[src/rtl/timer_pkg.sv]
// Package: shared register offsets and control-bit positions for the timer.
// Assumes a word-addressed register bus with a 3-bit address.
package timer_pkg;
    localparam int ADDR_BITS = 3;

    localparam logic [ADDR_BITS-1:0] A_CTRL  = 3'd0;
    localparam logic [ADDR_BITS-1:0] A_STAT  = 3'd1;
    localparam logic [ADDR_BITS-1:0] A_RELD  = 3'd2;
    localparam logic [ADDR_BITS-1:0] A_PSCL  = 3'd3;
    localparam logic [ADDR_BITS-1:0] A_CNT   = 3'd4;
    localparam logic [ADDR_BITS-1:0] A_CMD   = 3'd5;

    localparam int B_EN     = 0;
    localparam int B_FREEZE = 1;
    localparam int B_ONESHT = 3;
    localparam int B_BUFRLD = 7;

    typedef struct packed {
        logic bufrld;
        logic onesht;
        logic freeze;
        logic en;
    } ctrl_t;
endpackage

[src/rtl/tmr_regs.sv]
// Module: register file of the timer. Holds control, status, reload preload and
// prescale preload, decodes command and counter writes, drives the read mux
// and registers the update pulse. Assumes writes are single-cycle strobes.
module tmr_regs
    import timer_pkg::*;
#(
    parameter int DW = 16,
    parameter int AW = ADDR_BITS
) (
    input  logic          clk,
    input  logic          rst_n,
    input  logic          we,
    input  logic [AW-1:0] addr,
    input  logic [DW-1:0] wdata,
    input  logic [DW-1:0] cnt_val,
    input  logic          ovf,
    input  logic          uev,
    output ctrl_t         ctrl,
    output logic [DW-1:0] reld_pre,
    output logic [DW-1:0] pscl_pre,
    output logic          cmd_ug,
    output logic          cnt_we,
    output logic          pulse,
    output logic          flag,
    output logic [DW-1:0] rdata
);
    logic wr_ctrl, wr_stat, wr_reld, wr_pscl;

    // Address decode for write strobes.
    always_comb begin
        wr_ctrl = we && (addr == A_CTRL);
        wr_stat = we && (addr == A_STAT);
        wr_reld = we && (addr == A_RELD);
        wr_pscl = we && (addr == A_PSCL);
        cnt_we  = we && (addr == A_CNT);
        cmd_ug  = we && (addr == A_CMD) && wdata[0];
    end

    // Control register: bus write wins, otherwise one-pulse wrap clears enable.
    always_ff @(posedge clk) begin
        if (!rst_n) begin
            ctrl <= '0;
        end else if (wr_ctrl) begin
            ctrl.en     <= wdata[B_EN];
            ctrl.freeze <= wdata[B_FREEZE];
            ctrl.onesht <= wdata[B_ONESHT];
            ctrl.bufrld <= wdata[B_BUFRLD];
        end else if (ovf && ctrl.onesht) begin
            ctrl.en <= 1'b0;
        end
    end

    // Reload and prescale preload registers.
    always_ff @(posedge clk) begin
        if (!rst_n) begin
            reld_pre <= '0;
            pscl_pre <= '0;
        end else begin
            if (wr_reld) reld_pre <= wdata;
            if (wr_pscl) pscl_pre <= wdata;
        end
    end

    // Sticky flag: set on update, cleared by writing 0; set has priority.
    always_ff @(posedge clk) begin
        if (!rst_n)                    flag <= 1'b0;
        else if (uev)                  flag <= 1'b1;
        else if (wr_stat && !wdata[0]) flag <= 1'b0;
    end

    // Update pulse output, one cycle per update event.
    always_ff @(posedge clk) begin
        if (!rst_n) pulse <= 1'b0;
        else        pulse <= uev;
    end

    // Read mux; reserved control bits and unmapped addresses read zero.
    always_comb begin
        rdata = '0;
        case (addr)
            A_CTRL: begin
                rdata[B_EN]     = ctrl.en;
                rdata[B_FREEZE] = ctrl.freeze;
                rdata[B_ONESHT] = ctrl.onesht;
                rdata[B_BUFRLD] = ctrl.bufrld;
            end
            A_STAT:  rdata[0] = flag;
            A_RELD:  rdata = reld_pre;
            A_PSCL:  rdata = pscl_pre;
            A_CNT:   rdata = cnt_val;
            default: rdata = '0;
        endcase
    end

    // a one-pulse wrap without a competing control write disables the timer.
    a_r7_onesht_clear: assert property (@(posedge clk) disable iff (!rst_n)
        (ovf && ctrl.onesht && !wr_ctrl) |=> !ctrl.en);

    // every update event leaves the flag set and the pulse high.
    a_r4_flag_pulse: assert property (@(posedge clk) disable iff (!rst_n)
        uev |=> (flag && pulse));

    // without an update or a clearing write, the flag holds.
    a_r11_flag_sticky: assert property (@(posedge clk) disable iff (!rst_n)
        (!uev && !wr_stat) |=> $stable(flag));
endmodule

[src/rtl/tmr_prescaler.sv]
// Module: clock prescaler. Counts enabled cycles up to the active divider value
// and emits a one-cycle tick at the top. The active divider is loaded from its
// preload only at update events. Assumes run is already gated by halt logic.
module tmr_prescaler #(
    parameter int DW = 16
) (
    input  logic          clk,
    input  logic          rst_n,
    input  logic          run,
    input  logic          ug,
    input  logic          uev,
    input  logic [DW-1:0] pscl_pre,
    output logic          tick
);
    logic [DW-1:0] div_act;
    logic [DW-1:0] div_cnt;

    // Tick when the divider count reaches the active value.
    always_comb tick = run && (div_cnt == div_act);

    // Active divider value, reloaded at update events.
    always_ff @(posedge clk) begin
        if (!rst_n)   div_act <= '0;
        else if (uev) div_act <= pscl_pre;
    end

    // Divider count: cleared by a command, wraps at the tick.
    always_ff @(posedge clk) begin
        if (!rst_n)      div_cnt <= '0;
        else if (ug)     div_cnt <= '0;
        else if (tick)   div_cnt <= '0;
        else if (run)    div_cnt <= div_cnt + 1'b1;
    end

    // a stalled prescaler holds its count.
    a_r10_psc_hold: assert property (@(posedge clk) disable iff (!rst_n)
        (!run && !ug) |=> $stable(div_cnt));

    // the active divider changes only through an update event.
    a_r6_psc_buffered: assert property (@(posedge clk) disable iff (!rst_n)
        !uev |=> $stable(div_act));
endmodule

[src/rtl/tmr_counter.sv]
// Module: main up-counter with reload comparison. Wraps to zero on a tick at
// the active reload value and reports the update event. The reload shadow
// follows the preload directly when buffering is off, else only at updates.
module tmr_counter #(
    parameter int DW = 16
) (
    input  logic          clk,
    input  logic          rst_n,
    input  logic          tick,
    input  logic          ug,
    input  logic          bufrld,
    input  logic [DW-1:0] reld_pre,
    input  logic          cnt_we,
    input  logic [DW-1:0] wdata,
    output logic [DW-1:0] cnt,
    output logic          ovf,
    output logic          uev
);
    logic [DW-1:0] reld_shd;
    logic [DW-1:0] reld_act;
    logic          at_top;

    // Active limit selection, top detect and update event.
    always_comb begin
        reld_act = bufrld ? reld_shd : reld_pre;
        at_top   = (cnt == reld_act);
        ovf      = tick && at_top;
        uev      = ovf || ug;
    end

    // Reload shadow: tracks preload unless buffered, then loads at updates.
    always_ff @(posedge clk) begin
        if (!rst_n)                reld_shd <= '0;
        else if (uev || !bufrld)   reld_shd <= reld_pre;
    end

    // Counter: command restart, then software write, then tick.
    always_ff @(posedge clk) begin
        if (!rst_n)       cnt <= '0;
        else if (ug)      cnt <= '0;
        else if (cnt_we)  cnt <= wdata;
        else if (tick)    cnt <= at_top ? '0 : cnt + 1'b1;
    end

    // a tick at the top wraps the counter to zero.
    a_r4_wrap: assert property (@(posedge clk) disable iff (!rst_n)
        (tick && at_top && !ug && !cnt_we) |=> (cnt == '0));

    // a command restart zeroes the counter.
    a_r9_restart: assert property (@(posedge clk) disable iff (!rst_n)
        ug |=> (cnt == '0));

    // without tick, command or write, the counter holds.
    a_r3_hold: assert property (@(posedge clk) disable iff (!rst_n)
        (!tick && !ug && !cnt_we) |=> $stable(cnt));

    // a buffered shadow changes only at an update event.
    a_r6_reld_buffered: assert property (@(posedge clk) disable iff (!rst_n)
        (bufrld && !uev) |=> $stable(reld_shd));
endmodule

[src/rtl/upd_timer.sv]
// Module: top of the auto-reload update timer. Connects the register file,
// prescaler and counter and applies the debug-halt freeze. Assumes all inputs
// are synchronous to clk.
module upd_timer
    import timer_pkg::*;
#(
    parameter int DW = 16,
    parameter int AW = ADDR_BITS
) (
    input  logic          clk,
    input  logic          rst_n,
    input  logic          bus_we,
    input  logic [AW-1:0] bus_addr,
    input  logic [DW-1:0] bus_wdata,
    output logic [DW-1:0] bus_rdata,
    input  logic          dbg_halt,
    output logic          upd_pulse,
    output logic          upd_flag
);
    ctrl_t         ctrl;
    logic [DW-1:0] reld_pre, pscl_pre, cnt;
    logic          cmd_ug, cnt_we, ovf, uev, tick, run;

    // Counting runs when enabled and not frozen by a debug halt.
    always_comb run = ctrl.en && !(ctrl.freeze && dbg_halt);

    tmr_regs #(.DW(DW), .AW(AW)) u_regs (
        .clk(clk), .rst_n(rst_n), .we(bus_we), .addr(bus_addr),
        .wdata(bus_wdata), .cnt_val(cnt), .ovf(ovf), .uev(uev),
        .ctrl(ctrl), .reld_pre(reld_pre), .pscl_pre(pscl_pre),
        .cmd_ug(cmd_ug), .cnt_we(cnt_we), .pulse(upd_pulse),
        .flag(upd_flag), .rdata(bus_rdata)
    );

    tmr_prescaler #(.DW(DW)) u_pscl (
        .clk(clk), .rst_n(rst_n), .run(run), .ug(cmd_ug), .uev(uev),
        .pscl_pre(pscl_pre), .tick(tick)
    );

    tmr_counter #(.DW(DW)) u_cnt (
        .clk(clk), .rst_n(rst_n), .tick(tick), .ug(cmd_ug),
        .bufrld(ctrl.bufrld), .reld_pre(reld_pre), .cnt_we(cnt_we),
        .wdata(bus_wdata), .cnt(cnt), .ovf(ovf), .uev(uev)
    );

    // with freeze selected, a halted timer never ticks.
    a_r10_freeze: assert property (@(posedge clk) disable iff (!rst_n)
        (ctrl.freeze && dbg_halt) |-> !tick);

    // a command restart leaves the enable bit as it was.
    a_r9_keep_en: assert property (@(posedge clk) disable iff (!rst_n)
        (cmd_ug && !ovf && !(bus_we && bus_addr == A_CTRL)) |=> $stable(ctrl.en));
endmodule

[config.mk]
export PLATFORM = sky130hd
export DESIGN_NAME = upd_timer
export DESIGN_NICKNAME = d
export VERILOG_FILES = /design/src/rtl/timer_pkg.sv /design/src/rtl/tmr_regs.sv /design/src/rtl/tmr_prescaler.sv /design/src/rtl/tmr_counter.sv /design/src/rtl/upd_timer.sv
export SDC_FILE = /design/constraint.sdc
export NUM_CORES = 1
export LEC_CHECK = 0
export BUFFER_PORTS_ARGS = -buffer_cell sky130_fd_sc_hd__clkbuf_2
export CAP_MARGIN = 20
export CORE_MARGIN = 2
export CORE_UTILIZATION = 55
export CTS_CLUSTER_DIAMETER = 60
export CTS_CLUSTER_SIZE = 24
export DETAILED_ROUTE_END_ITERATION = 12
export HOLD_SLACK_MARGIN = 0.05
export PLACE_DENSITY = 0.74
export SLEW_MARGIN = 20
export SYNTH_ARGS = -nofsm -noshare
export SYNTH_HDL_FRONTEND = slang
export SYNTH_HIERARCHICAL = 1
export SYNTH_SLANG_ARGS = --single-unit
[constraint.sdc]
create_clock -name clk -period 3.82 [get_ports clk]
set_input_delay 0.191 -clock clk [delete_from_list [all_inputs] [get_ports clk]]
set_output_delay 0.191 -clock clk [all_outputs]
set_load 0.005 [all_outputs]
After elaboration in Yosys (flattened, before gate mapping)
Index checks and enable logic that the tools add are counted.
- register bits after elaboration: 102
- input bits: 23
- $add $sub $neg: 2
- mux-type cells: 15
- reduce and logical (&&, ||, !) cells: 24
- equality and inequality tests: 7
- bitwise gates (word level): 1
- operators by type and width (kind ; count):
    $mux 16 ; 4
    $add 16x1->16 const B ; 2
    $eq 16x16->1 ; 2
    $pmux 8 s3 ; 1
    $logic_and 1x1->1 ; 13
    $pmux 1 s4 ; 3
    $pmux 3 s3 ; 1
    $eq 3x2->1 const B ; 2
    $eq 3x3->1 const B ; 2
    $reduce_bool 2->1 ; 3
    $pmux 1 s5 ; 1
    $mux 1 ; 4
    $eq 3x1->1 const B ; 1
    $logic_not 1->1 ; 3
    $logic_not 3->1 ; 1
    $pmux 1 s3 ; 1
    $reduce_or 3->1 ; 1
    $logic_or 1x1->1 ; 2
    $reduce_or 2->1 ; 1
    $not 1->1 ; 1

Longest topological paths before layout
Gate-level depths: netlist of run 1.
- depth in word-level cells: 8
- gate-level depth with buffers: 12
- mapped depth without buffers: 9

Hierarchy
Netlist of run 1, hierarchy kept.
- by module, submodules not included (module ; times used ; cells each ; area each (µm²) ; sequential area each (µm²)):
    tmr_counter ; 1 ; 239 ; 1995.7 ; 640.6
    tmr_regs ; 1 ; 234 ; 1936.9 ; 760.7
    tmr_prescaler ; 1 ; 151 ; 1483.9 ; 640.6
    upd_timer ; 1 ; 1 ; 11.3 ; 0.0

Least setup slack after synthesis of run 1
OpenSTA, ideal clock, no wires.
- kind: reg-to-reg
- start: register, netlist name u_regs/ctrl[3]
- end: register u_pscl.div_act[0]
- buffers on the path: 5
- library setup time: 116 ps
- setup slack: 938 ps
- cell stages (with the launch flop): 13
- data arrival time: 2766 ps
- cell sequence: dfxtp_1 buf_6 buf_6 mux2i_1 xnor2_1 nor4_1 nand4_2 clkbuf_1 o21ai_0 clkbuf_1 buf_2 mux2i_1 nor2b_1
- longest elaborated chain between the ends: 4
- ends and longest elaborated chain (what ; RTL line ; text):
    $mux 16 ; tmr_counter.sv:25 ; reld_act = bufrld ? reld_shd : reld_pre;
    $eq 16x16->1 ; tmr_counter.sv:26 ; at_top = (cnt == reld_act);
    $logic_and 1x1->1 ; tmr_counter.sv:27 ; ovf = tick && at_top;
    $logic_or 1x1->1 ; tmr_counter.sv:28 ; uev = ovf || ug;
    named net uev ; upd_timer.sv:22 ; logic cmd_ug, cnt_we, ovf, uev, tick, run;
    end signal: assignment ; tmr_prescaler.sv:24 ; else if (uev) div_act <= pscl_pre;
    end: declaration ; tmr_prescaler.sv:15 ; logic [DW-1:0] div_act;
The timed path passes the listed nets, and every way through them passes these cells.
A chain may end at the register's enable or synchronous reset.

Worst setup path in the final report of run 1
- start: register u_pscl.div_cnt[4]
- end: register u_cnt.reld_shd[3]
- longest elaborated chain between the ends: 5
- ends and longest elaborated chain (what ; RTL line ; text):
    start: declaration ; tmr_prescaler.sv:16 ; logic [DW-1:0] div_cnt;
    start signal: assignment ; tmr_prescaler.sv:32 ; else if (run) div_cnt <= div_cnt + 1'b1;
    $eq 16x16->1 ; tmr_prescaler.sv:19 ; always_comb tick = run && (div_cnt == div_act);
    $logic_and 1x1->1 ; tmr_prescaler.sv:19 ;
    named net tick ; upd_timer.sv:22 ;
    $logic_and 1x1->1 ; tmr_counter.sv:27 ;
    $logic_or 1x1->1 ; tmr_counter.sv:28 ;
    $logic_or 1x1->1 ; tmr_counter.sv:34 ; else if (uev || !bufrld) reld_shd <= reld_pre;
    end signal: assignment ; tmr_counter.sv:34 ;
    end: declaration ; tmr_counter.sv:19 ; logic [DW-1:0] reld_shd;
The timed path passes the listed nets, and every way through them passes these cells.

==> results of run 1 <==
[power by group through the flow]
| stage | registers [mW] | logic, mW | clock network [mW] |
|---|---|---|---|
| 4_1_cts | 1.10 | 0.182 | 0.724 |
| 3_3_place_gp | 1.12 | 0.177 | 0 |
| 6_report | 1.10 | 0.185 | 0.702 |
| 3_5_place_dp | 1.12 | 0.180 | 0 |
| 5_1_grt | 1.10 | 0.199 | 0.762 |
| 2_1_floorplan | 1.11 | 0.129 | 0 |
[worst min-delay path, cell delays in order]
cell and delay (ns):
clkbuf_2 0.11, nand2_1 0.06, a21boi_1 0.05
[registers in the layout, indices dropped and copies added (netlist names)]
| register | cells |
|---|---|
| u_regs/pscl_pre | 16 |
| u_pscl/div_cnt | 16 |
| u_regs/reld_pre | 16 |
| u_cnt/reld_shd | 16 |
| u_regs/flag | 1 |
| u_regs/pulse | 1 |
| u_cnt/cnt | 16 |
| u_pscl/div_act | 16 |
| u_regs/ctrl | 4 |
[Yosys cell counts, drive strengths merged, types with 2 or more instances]
library cell	count
a21boi	34
dfxtp	102
xnor2	42
inv	4
nand2	124
nor2b	20
nand3b	3
nor3b	17
clkbuf	21
ha	2
mux2i	65
o21ai	15
a21oi	32
mux2	3
nor3	4
nor4	7
and3	4
nand4	9
buf	23
xor2	19
nor4bb	2
a22oi	3
and4	5
nand3	27
nor2	23
[routing by layer]
metal / vias to the layer above / GRT usage / wire [um]
li1: 2155 / - / -
met1: 2178 / 0.339 / 5950
met2: 143 / 0.453 / 6780
met3: 32 / 0.0733 / 816
met4: 0 / 0.133 / 468
met5: - / 0 / 0
[worst paths after layout]
path                          to  slack, ns  cells after the start
max            u_cnt/reld_shd[3]       1.03                      8
min          u_regs/reld_pre[11]       0.07                      3
max reg2reg    u_cnt/reld_shd[3]       1.03                      8
min reg2reg   u_cnt/reld_shd[15]       0.47                      2
[kinds of logic after synthesis]
logic type	Yosys count
xor+xnor	61
flops	102
fa+ha+maj	2
simple gates	254
mux	68
buf+inv	48
compound gates	90
[area by class of cell]
class	count	area, sq um	area share
Inverter	4	15.0	0.00258
Sequential cell	102	2040	0.350
Clock inverter	4	55.1	0.00945
Timing Repair Buffer	49	273	0.0468
Tap cell	133	166	0.0286
Multi-Input combinational cell	475	3130	0.538
Clock buffer	11	141	0.0243
==> flow_metrics.tcl, run 1 <==
set metrics [dict create \
    status "finished clean" \
    synth_top_family_by_area "simple AND/OR/NAND/NOR gates" \
    pre_cts_ws_ns 1.12 \
    synth_fa_ha_area_frac 0.00461 \
    syn_area_sq_mm 0.00543 \
    die_h_um 103 \
    timing.critical_path.slowest_stage_cell "o211a_1" \
    r2r-start "u_pscl/div_cnt[4]" \
    firstDrtPassIters 5 \
    worst_pin_slew_ns 1.08 \
    cp_top_family "simple AND/OR/NAND/NOR gates" \
    die_x_um 103 \
    p_int_mw 1.47 \
    p_sw_uw 513 \
    clkTransAtPathRegs_ns 0.10 \
    synth_seq_cells 102 \
    fin_crit_ns 2.79 \
    path_max_fanout 17 \
    arrival_ns 3.02 \
    grt_pass1_vias 4443 \
    hold_slack_ns 0.0717 \
    num_rows 36 \
    wl_per_cell_um 18.0 \
    ys_warn_count 6 \
    n_antenna_cell 0 \
    coreArea_sq_mm 0.00968 \
    cp-startpoint "u_pscl/div_cnt[4]" \
    mostFrequentLayoutCell "nand2_1" \
    routed_wl_um 14000 \
    power_frac_comb 0.093 \
    period_share 0.731 \
    rsz0062_at_grt "false" \
    final_util 0.602 \
    holdBufCountCts 2 \
    gp_congestion 0.916 \
    grt_max_degree 55 \
    slew_viol_final 0 \
    start_util 0.560 \
    clk_latency_ns 0.38 \
    design_area_sq_mm 0.00583 \
    power_density_mw_per_mm2 340 \
    total_power_mw 1.98 \
    cap_violations 0 \
    layout.nets 666 \
    p_leak_nw 2.01 \
    synth.area.mux_share 0.126 \
    postPlaceCellArea_sq_mm 0.00561 \
    synth_top_area_frac 0.376 \
    synth.distinct_cells 48 \
    instances_no_fill 778 \
    clockRootBuffer "clkbuf_8" \
    finalSetupTns_ns 0 \
    post_cts_resized 0 \
    syn_avg_cell_area_sq_um 8.68 \
    fmax_mhz 358 \
    setup_viol 0 \
    pwr-share-seq 0.553 \
    critPathLaunchType "flop" \
    numCtsBuffers 9 \
    crit_buf_inv 2 \
    area.growth.synth_to_final_pct 7.35 \
    dp_hpwl_um 9660 \
    finalHoldViolCount 0 \
    synth-compound-area-share 0.107 \
    critPathKind "flop to flop" \
    antenna_left 0 \
    yosys.area.top_type "dfxtp_1" \
    clock_skew_ns 0.0109 \
    ys_seq_area_frac 0.376 \
    cts_setup_buffers 0 \
    ir_worst_vdd_mv 0.285 \
    dp_cells 761 \
    synthCells 625 \
    htree_levels 3 \
    setup_ws_ns 1.03 \
    clockPowerShare 0.354 \
    die-area_sq_mm 0.0107 \
    remaining_drc_errors 0 \
    fillCellCount 863 \
    tritoncts "yes" \
    synth_edf_count 0 \
    gr-total-overflow 0 \
    route.vias.total 4508 \
    mostFrequentLayoutCells "nand2_1, dfxtp_1, mux2i_1" \
    crit_chain "xor2_1 > nor4_1 > nand2_1 > nor4_2 > buf_4 > inv_1 > o211a_1 > mux2i_1" \
    synth-simple-area-share 0.237 \
    synth_area_leaders "dfxtp_1, mux2i_1, nand2_1" \
    clockBufferDepth 2 \
    synth_flop_cell "dfxtp_1" \
    drive_above_1_share 0.113 \
    async_flop_share 0 \
    hp-class "input port to flop" \
    min_from "bus_wdata[11]" \
    vias_per_cell 5.79 \
    placement.io_buffers 40 \
    synthXorXnorAreaFrac 0.0984 \
    slew_headroom 0.276 \
    antenna_found_initial 0 \
    cp.required_ns 4.05 \
    end_kind "flop" \
    clock-sinks 102 \
    ios 41 \
    synth_fp_nets 650 \
    switching_share 0.259 \
    groute.usage.overall 0.277 \
    drt_iter0_drc 327 \
    grt_pass1_wl_um 22400 \
    slowest_delay_ns 0.61 \
]
Note: power is estimated with default switching activity, not from simulation.
==> inputs of run 2 (changes only) <==
clock period = 2.86 ns   (was 3.82 ns; I/O delays follow)
==> run 2 against run 1 <==
- sequential cell count unchanged
- clock power grew 58%
- clock-buffer cell count decreased by 2
- combinational power up 44%
- routed wire length decreased by 1.9%
- core utilization grew 2.7 points
- largest cell class unchanged
- total power is 43% higher
- first-iteration DRC count grew 20%
- non-clock buffer count grew 20
- sequential share of layout area fell by 1.5 points
- global-route usage shrank 0.28 points
==> flow_metrics.tcl, run 2 (synthesis results as in run 1) <==
set metrics [dict create \
    n_antenna_cell 0 \
    path_max_fanout 17 \
    drive_above_1_share 0.122 \
    seq_area_sq_mm 0.00204 \
    clk_latency_ns 0.37 \
    fin_crit_ns 2.59 \
    antenna_found_initial 0 \
    finalHoldViolCount 0 \
    fillCellCount 823 \
    hold_slack_ns 0.227 \
    finalSetupTns_ns 0 \
    grt_pass1_vias 4441 \
    coreArea_sq_mm 0.00968 \
    period_share 0.905 \
    rrSetupSlack_ns 0.27 \
    die_x_um 103 \
    status "finished clean" \
    placement.io_buffers 40 \
    area.growth.synth_to_final_pct 12.1 \
    fmax_mhz 386 \
    groute.usage.overall 0.274 \
    setup_viol 0 \
    worst_pin_slew_ns 0.806 \
    clock_skew_ns 0.0117 \
    drt_iter0_drc 394 \
    worstReg2RegEnd "u_pscl/div_act[3]" \
    slew_viol_final 0 \
    remaining_drc_errors 0 \
    routed_wl_um 13800 \
    gp_congestion 0.889 \
    ios 41 \
    die-area_sq_mm 0.0107 \
    route.vias.total 4550 \
    rsz0062_at_grt "false" \
    arrival_ns 2.85 \
    hp-class "input port to flop" \
    dp_hpwl_um 9560 \
    cp.required_ns 3.12 \
    clockRootBuffer "clkbuf_8" \
    r2r-start "u_pscl/div_cnt[3]" \
    vias_per_cell 5.69 \
    clkTransAtPathRegs_ns 0.09 \
    end_kind "flop" \
    cts_setup_buffers 0 \
    clock-sinks 102 \
    grt_max_degree 47 \
    start_util 0.560 \
    wl_per_cell_um 17.2 \
    grt_pass1_wl_um 22300 \
    ir_worst_vdd_mv 0.382 \
    num_rows 36 \
    die_h_um 103 \
    firstDrtPassIters 5 \
    cap_violations 0 \
    critPathKind "flop to flop" \
    critPathLaunchType "flop" \
    p_leak_nw 2.12 \
    gr-total-overflow 0 \
    holdBufCountCts 16 \
    tritoncts "yes" \
    whs_endpoint "u_pscl/div_cnt[1]" \
    numCtsBuffers 9 \
    htree_levels 3 \
    r2r_cells 9 \
    layout.nets 686 \
    antenna_left 0 \
    clockBufferDepth 2 \
    post_cts_resized 0 \
    multi_input_area_sq_mm 0.00313 \
    slew_headroom 0.463 \
    power_density_mw_per_mm2 468 \
    min_from "dbg_halt" \
    mostFrequentLayoutCells "nand2_1, dfxtp_1, mux2i_1" \
    hold_depth 4 \
    mostFrequentLayoutCell "nand2_1" \
]
==> run 2: cell count changes in the layout (fill, tap and decap cells not counted) <==
cell and change:
clkinv_2 +1, clkbuf_8 -1, buf_12 +2, bufinv_16 +2, buf_4 +4, clkbuf_1 -1, dlygate4sd3_1 +14
==> run 2: worst max path at each step <==
stage,start,endpoint,slack (ns)
floorplan,u_regs/ctrl[3],u_pscl/div_act[0],0.11
finish,u_pscl/div_cnt[3],u_pscl/div_act[3],0.27
global route,u_pscl/div_cnt[3],u_pscl/div_act[9],0.05
CTS,u_pscl/div_cnt[3],u_pscl/div_act[3],0.27
global placement,u_pscl/div_cnt[3],u_pscl/div_act[1],0.35
detailed placement,u_pscl/div_cnt[3],u_pscl/div_act[3],0.29
==> run 2: critical path, stage by stage (launching register included) <==
cell     delay (ns)
dfxtp_1        0.47
xor2_1         0.10
nor4_1         0.30
nand2_1        0.18
nor4_2         0.45
inv_1          0.20
o21ai_2        0.18
buf_4          0.30
mux2i_1        0.24
nor2b_1        0.06
==> run 2: where the power goes <==
part           total [mW]  internal [mW]  switching (mW)
Clock                1.11          0.586           0.527
Combinational       0.267          0.109           0.157
Sequential           1.46           1.44          0.0255
Total                2.84           2.13           0.710
==> run 2: area by class of cell <==
type	instances	share of cell area
multi-input cells	475	0.515
flip-flops and latches	102	0.336
repair buffers	69	0.0794
well taps	133	0.0273
clock buffers	9	0.0204
clock inverters	7	0.0197
inverters	4	0.00247
==> run 2: through the flow <==
step	utilization	worst slack (ns)	area [sq um]	instances	power (mW)
after floorplan	-	0.115	5430	625	1.66
after global placement	0.587	0.354	5680	767	1.74
after detailed placement	0.587	0.287	5680	767	1.74
after CTS	0.628	0.267	6080	799	2.85
after global routing	0.628	0.0540	6080	799	2.94
final	0.628	0.273	6080	799	2.84
==> run 2: metal layers <==
layer  global-route usage  vias to the layer above  share of wire
li1                     -                     2199              -
met1                0.360                     2131           0.43
met2                0.440                      177           0.47
met3               0.0659                       43          0.072
met4               0.0982                        0          0.028
met5                    0                        -              0
==> inputs of run 3 (changes only) <==
CORE_UTILIZATION = 50   (was 55)
PLACE_DENSITY = 0.68   (was 0.74)
==> run 3 against run 2 <==
- core utilization shrank 6.8 points
- via count down 0.88%
- critical path depth is the same
- global-route usage decreased by 2.3 points
- clock skew up 0.0027 ns
- final cell count grew 0.63%
- total power fell by 7.2%
- die area increased by 9.6%
- sequential power about the same
- first-iteration DRC count is 20% lower
- sequential share of layout area rose by 0.52 points
- critical path type unchanged
- critical endpoint is now u_pscl/div_act[10]
- largest cell class unchanged
==> flow_metrics.tcl, run 3 (synthesis results as in run 1) <==
set metrics [dict create \
    rsz0062_at_grt "false" \
    tritoncts "yes" \
    min_from "bus_wdata[7]" \
    mostFrequentLayoutCells "nand2_1, dfxtp_1, mux2i_1" \
    fmax_mhz 404 \
    groute.usage.overall 0.251 \
    crit_buf_inv 2 \
    layout.nets 684 \
    whs_endpoint "u_regs/pscl_pre[7]" \
    power_density_mw_per_mm2 441 \
    mostFrequentLayoutCell "nand2_1" \
    post_cts_resized 0 \
    setup_ws_ns 0.385 \
    finalSetupTns_ns 0 \
    arrival_ns 2.75 \
    fillCellCount 1006 \
    placement.io_buffers 40 \
    dp_hpwl_um 9940 \
    total_power_mw 2.64 \
    clkTransAtPathRegs_ns 0.10 \
    drive_above_1_share 0.120 \
    numCtsBuffers 9 \
    gr-total-overflow 0 \
    timing.critical_path.slowest_stage_cell "nor4_1" \
    status "finished clean" \
    path_max_fanout 17 \
    cp.required_ns 3.13 \
    r2r-start "u_regs/ctrl[3]" \
    p_int_mw 1.95 \
    crit_chain "buf_4 > mux2i_1 > xnor2_1 > nor4_1 > nand4_2 > o21ai_2 > buf_4 > mux2i_1 > nor2b_1" \
    switching_share 0.261 \
    critPathKind "flop to flop" \
    r2r_cells 9 \
    hold_depth 3 \
    firstDrtPassIters 5 \
    end_kind "flop" \
    slowest_delay_ns 0.44 \
    ios 41 \
    cts_setup_buffers 0 \
    wl_per_cell_um 17.4 \
    vias_per_cell 5.61 \
    setup_viol 0 \
    cp_top_family "simple AND/OR/NAND/NOR gates" \
    grt_max_degree 39 \
    slew_headroom 0.442 \
    clockBufferDepth 2 \
    fin_crit_ns 2.48 \
    coreArea_sq_mm 0.0107 \
    antenna_found_initial 0 \
    start_util 0.507 \
    power_frac_comb 0.101 \
    cap_violations 0 \
    pwr-share-seq 0.554 \
    p_leak_nw 2.08 \
    worstReg2RegEnd "u_pscl/div_act[10]" \
    ir_worst_vdd_mv 0.421 \
    die_x_um 108 \
    gp_congestion 0.937 \
    num_rows 38 \
    n_antenna_cell 0 \
    slew_viol_final 0 \
    remaining_drc_errors 0 \
    hp-class "input port to flop" \
    routed_wl_um 14000 \
    clockRootBuffer "clkbuf_8" \
    clk_latency_ns 0.38 \
    drt_iter0_drc 315 \
    worst_pin_slew_ns 0.837 \
    p_sw_uw 689 \
    die_h_um 108 \
    finalHoldViolCount 0 \
    pre_cts_ws_ns 0.421 \
    area.growth.synth_to_final_pct 10.4 \
    grt_pass1_vias 4343 \
    antenna_left 0 \
    clockPowerShare 0.345 \
    route.vias.total 4510 \
    holdBufCountCts 13 \
    critPathLaunchType "flop" \
    clock-sinks 102 \
    clock_skew_ns 0.0144 \
    period_share 0.865 \
    htree_levels 3 \
    rrSetupSlack_ns 0.38 \
    grt_pass1_wl_um 22500 \
    die-area_sq_mm 0.0117 \
]
==> run 3: changes by cell type in the layout (fill, tap and decap cells not counted) <==
cell | before | now
dlygate4sd3_1 | 16 | 13
clkbuf_1 | 0 | 2
buf_4 | 11 | 14
clkinvlp_4 | 1 | 2
buf_12 | 2 | 0
inv_6 | 2 | 1
bufinv_16 | 3 | 1
==> run 3: area by class of cell <==
class,count,area (sq um),share of cell area
clock buffers,11,131,0.0219
flip-flops and latches,102,2040,0.341
multi-input cells,475,3130,0.523
well taps,140,175,0.0292
inverters,4,15.0,0.00251
clock inverters,5,58.8,0.00981
repair buffers,67,435,0.0727
==> run 3: layer usage <==
metal | routed length, um | vias up | global-route usage
li1 | - | 2203 | -
met1 | 6260 | 2146 | 0.321
met2 | 6850 | 128 | 0.426
met3 | 550 | 33 | 0.0446
met4 | 335 | 0 | 0.0879
met5 | 0 | - | 0
==> run 3: tightest hold or removal path: cells and delay by family <==
family	cells	cell delay (ns)
buf+inv	1	0.14
compound gates	1	0.05
simple gates	1	0.08
==> run 3: stage by stage <==
step / area (sq um) / hold slack, ns / utilization / cells
after global routing: 5990 / 0.0720 / 0.560 / 804
after detailed placement: 5670 / 0.405 / 0.530 / 775
after CTS: 5990 / 0.0508 / 0.560 / 804
after global placement: 5670 / 0.400 / 0.530 / 775
after floorplan: 5430 / 0.271 / - / 625
final: 5990 / 0.0767 / 0.560 / 804
==> run 3: worst max-delay path by stage <==
stage / endpoint / start / depth (start not counted)
2_1_floorplan: u_pscl/div_act[0] / u_regs/ctrl[3] / 12
3_3_place_gp: u_pscl/div_act[4] / u_pscl/div_cnt[0] / 9
3_5_place_dp: u_pscl/div_act[2] / u_pscl/div_cnt[0] / 9
4_1_cts: u_pscl/div_act[10] / u_pscl/div_cnt[0] / 9
5_1_grt: u_pscl/div_act[10] / u_pscl/div_cnt[4] / 9
6_report: u_pscl/div_act[10] / u_regs/ctrl[3] / 9
==> run 3: power groups by stage <==
stage | Clock, mW | Combinational (mW) | Sequential [mW]
finish | 0.911 | 0.267 | 1.46
floorplan | 0 | 0.172 | 1.49
CTS | 0.928 | 0.262 | 1.46
global placement | 0 | 0.244 | 1.50
global route | 0.986 | 0.286 | 1.47
detailed placement | 0 | 0.248 | 1.50
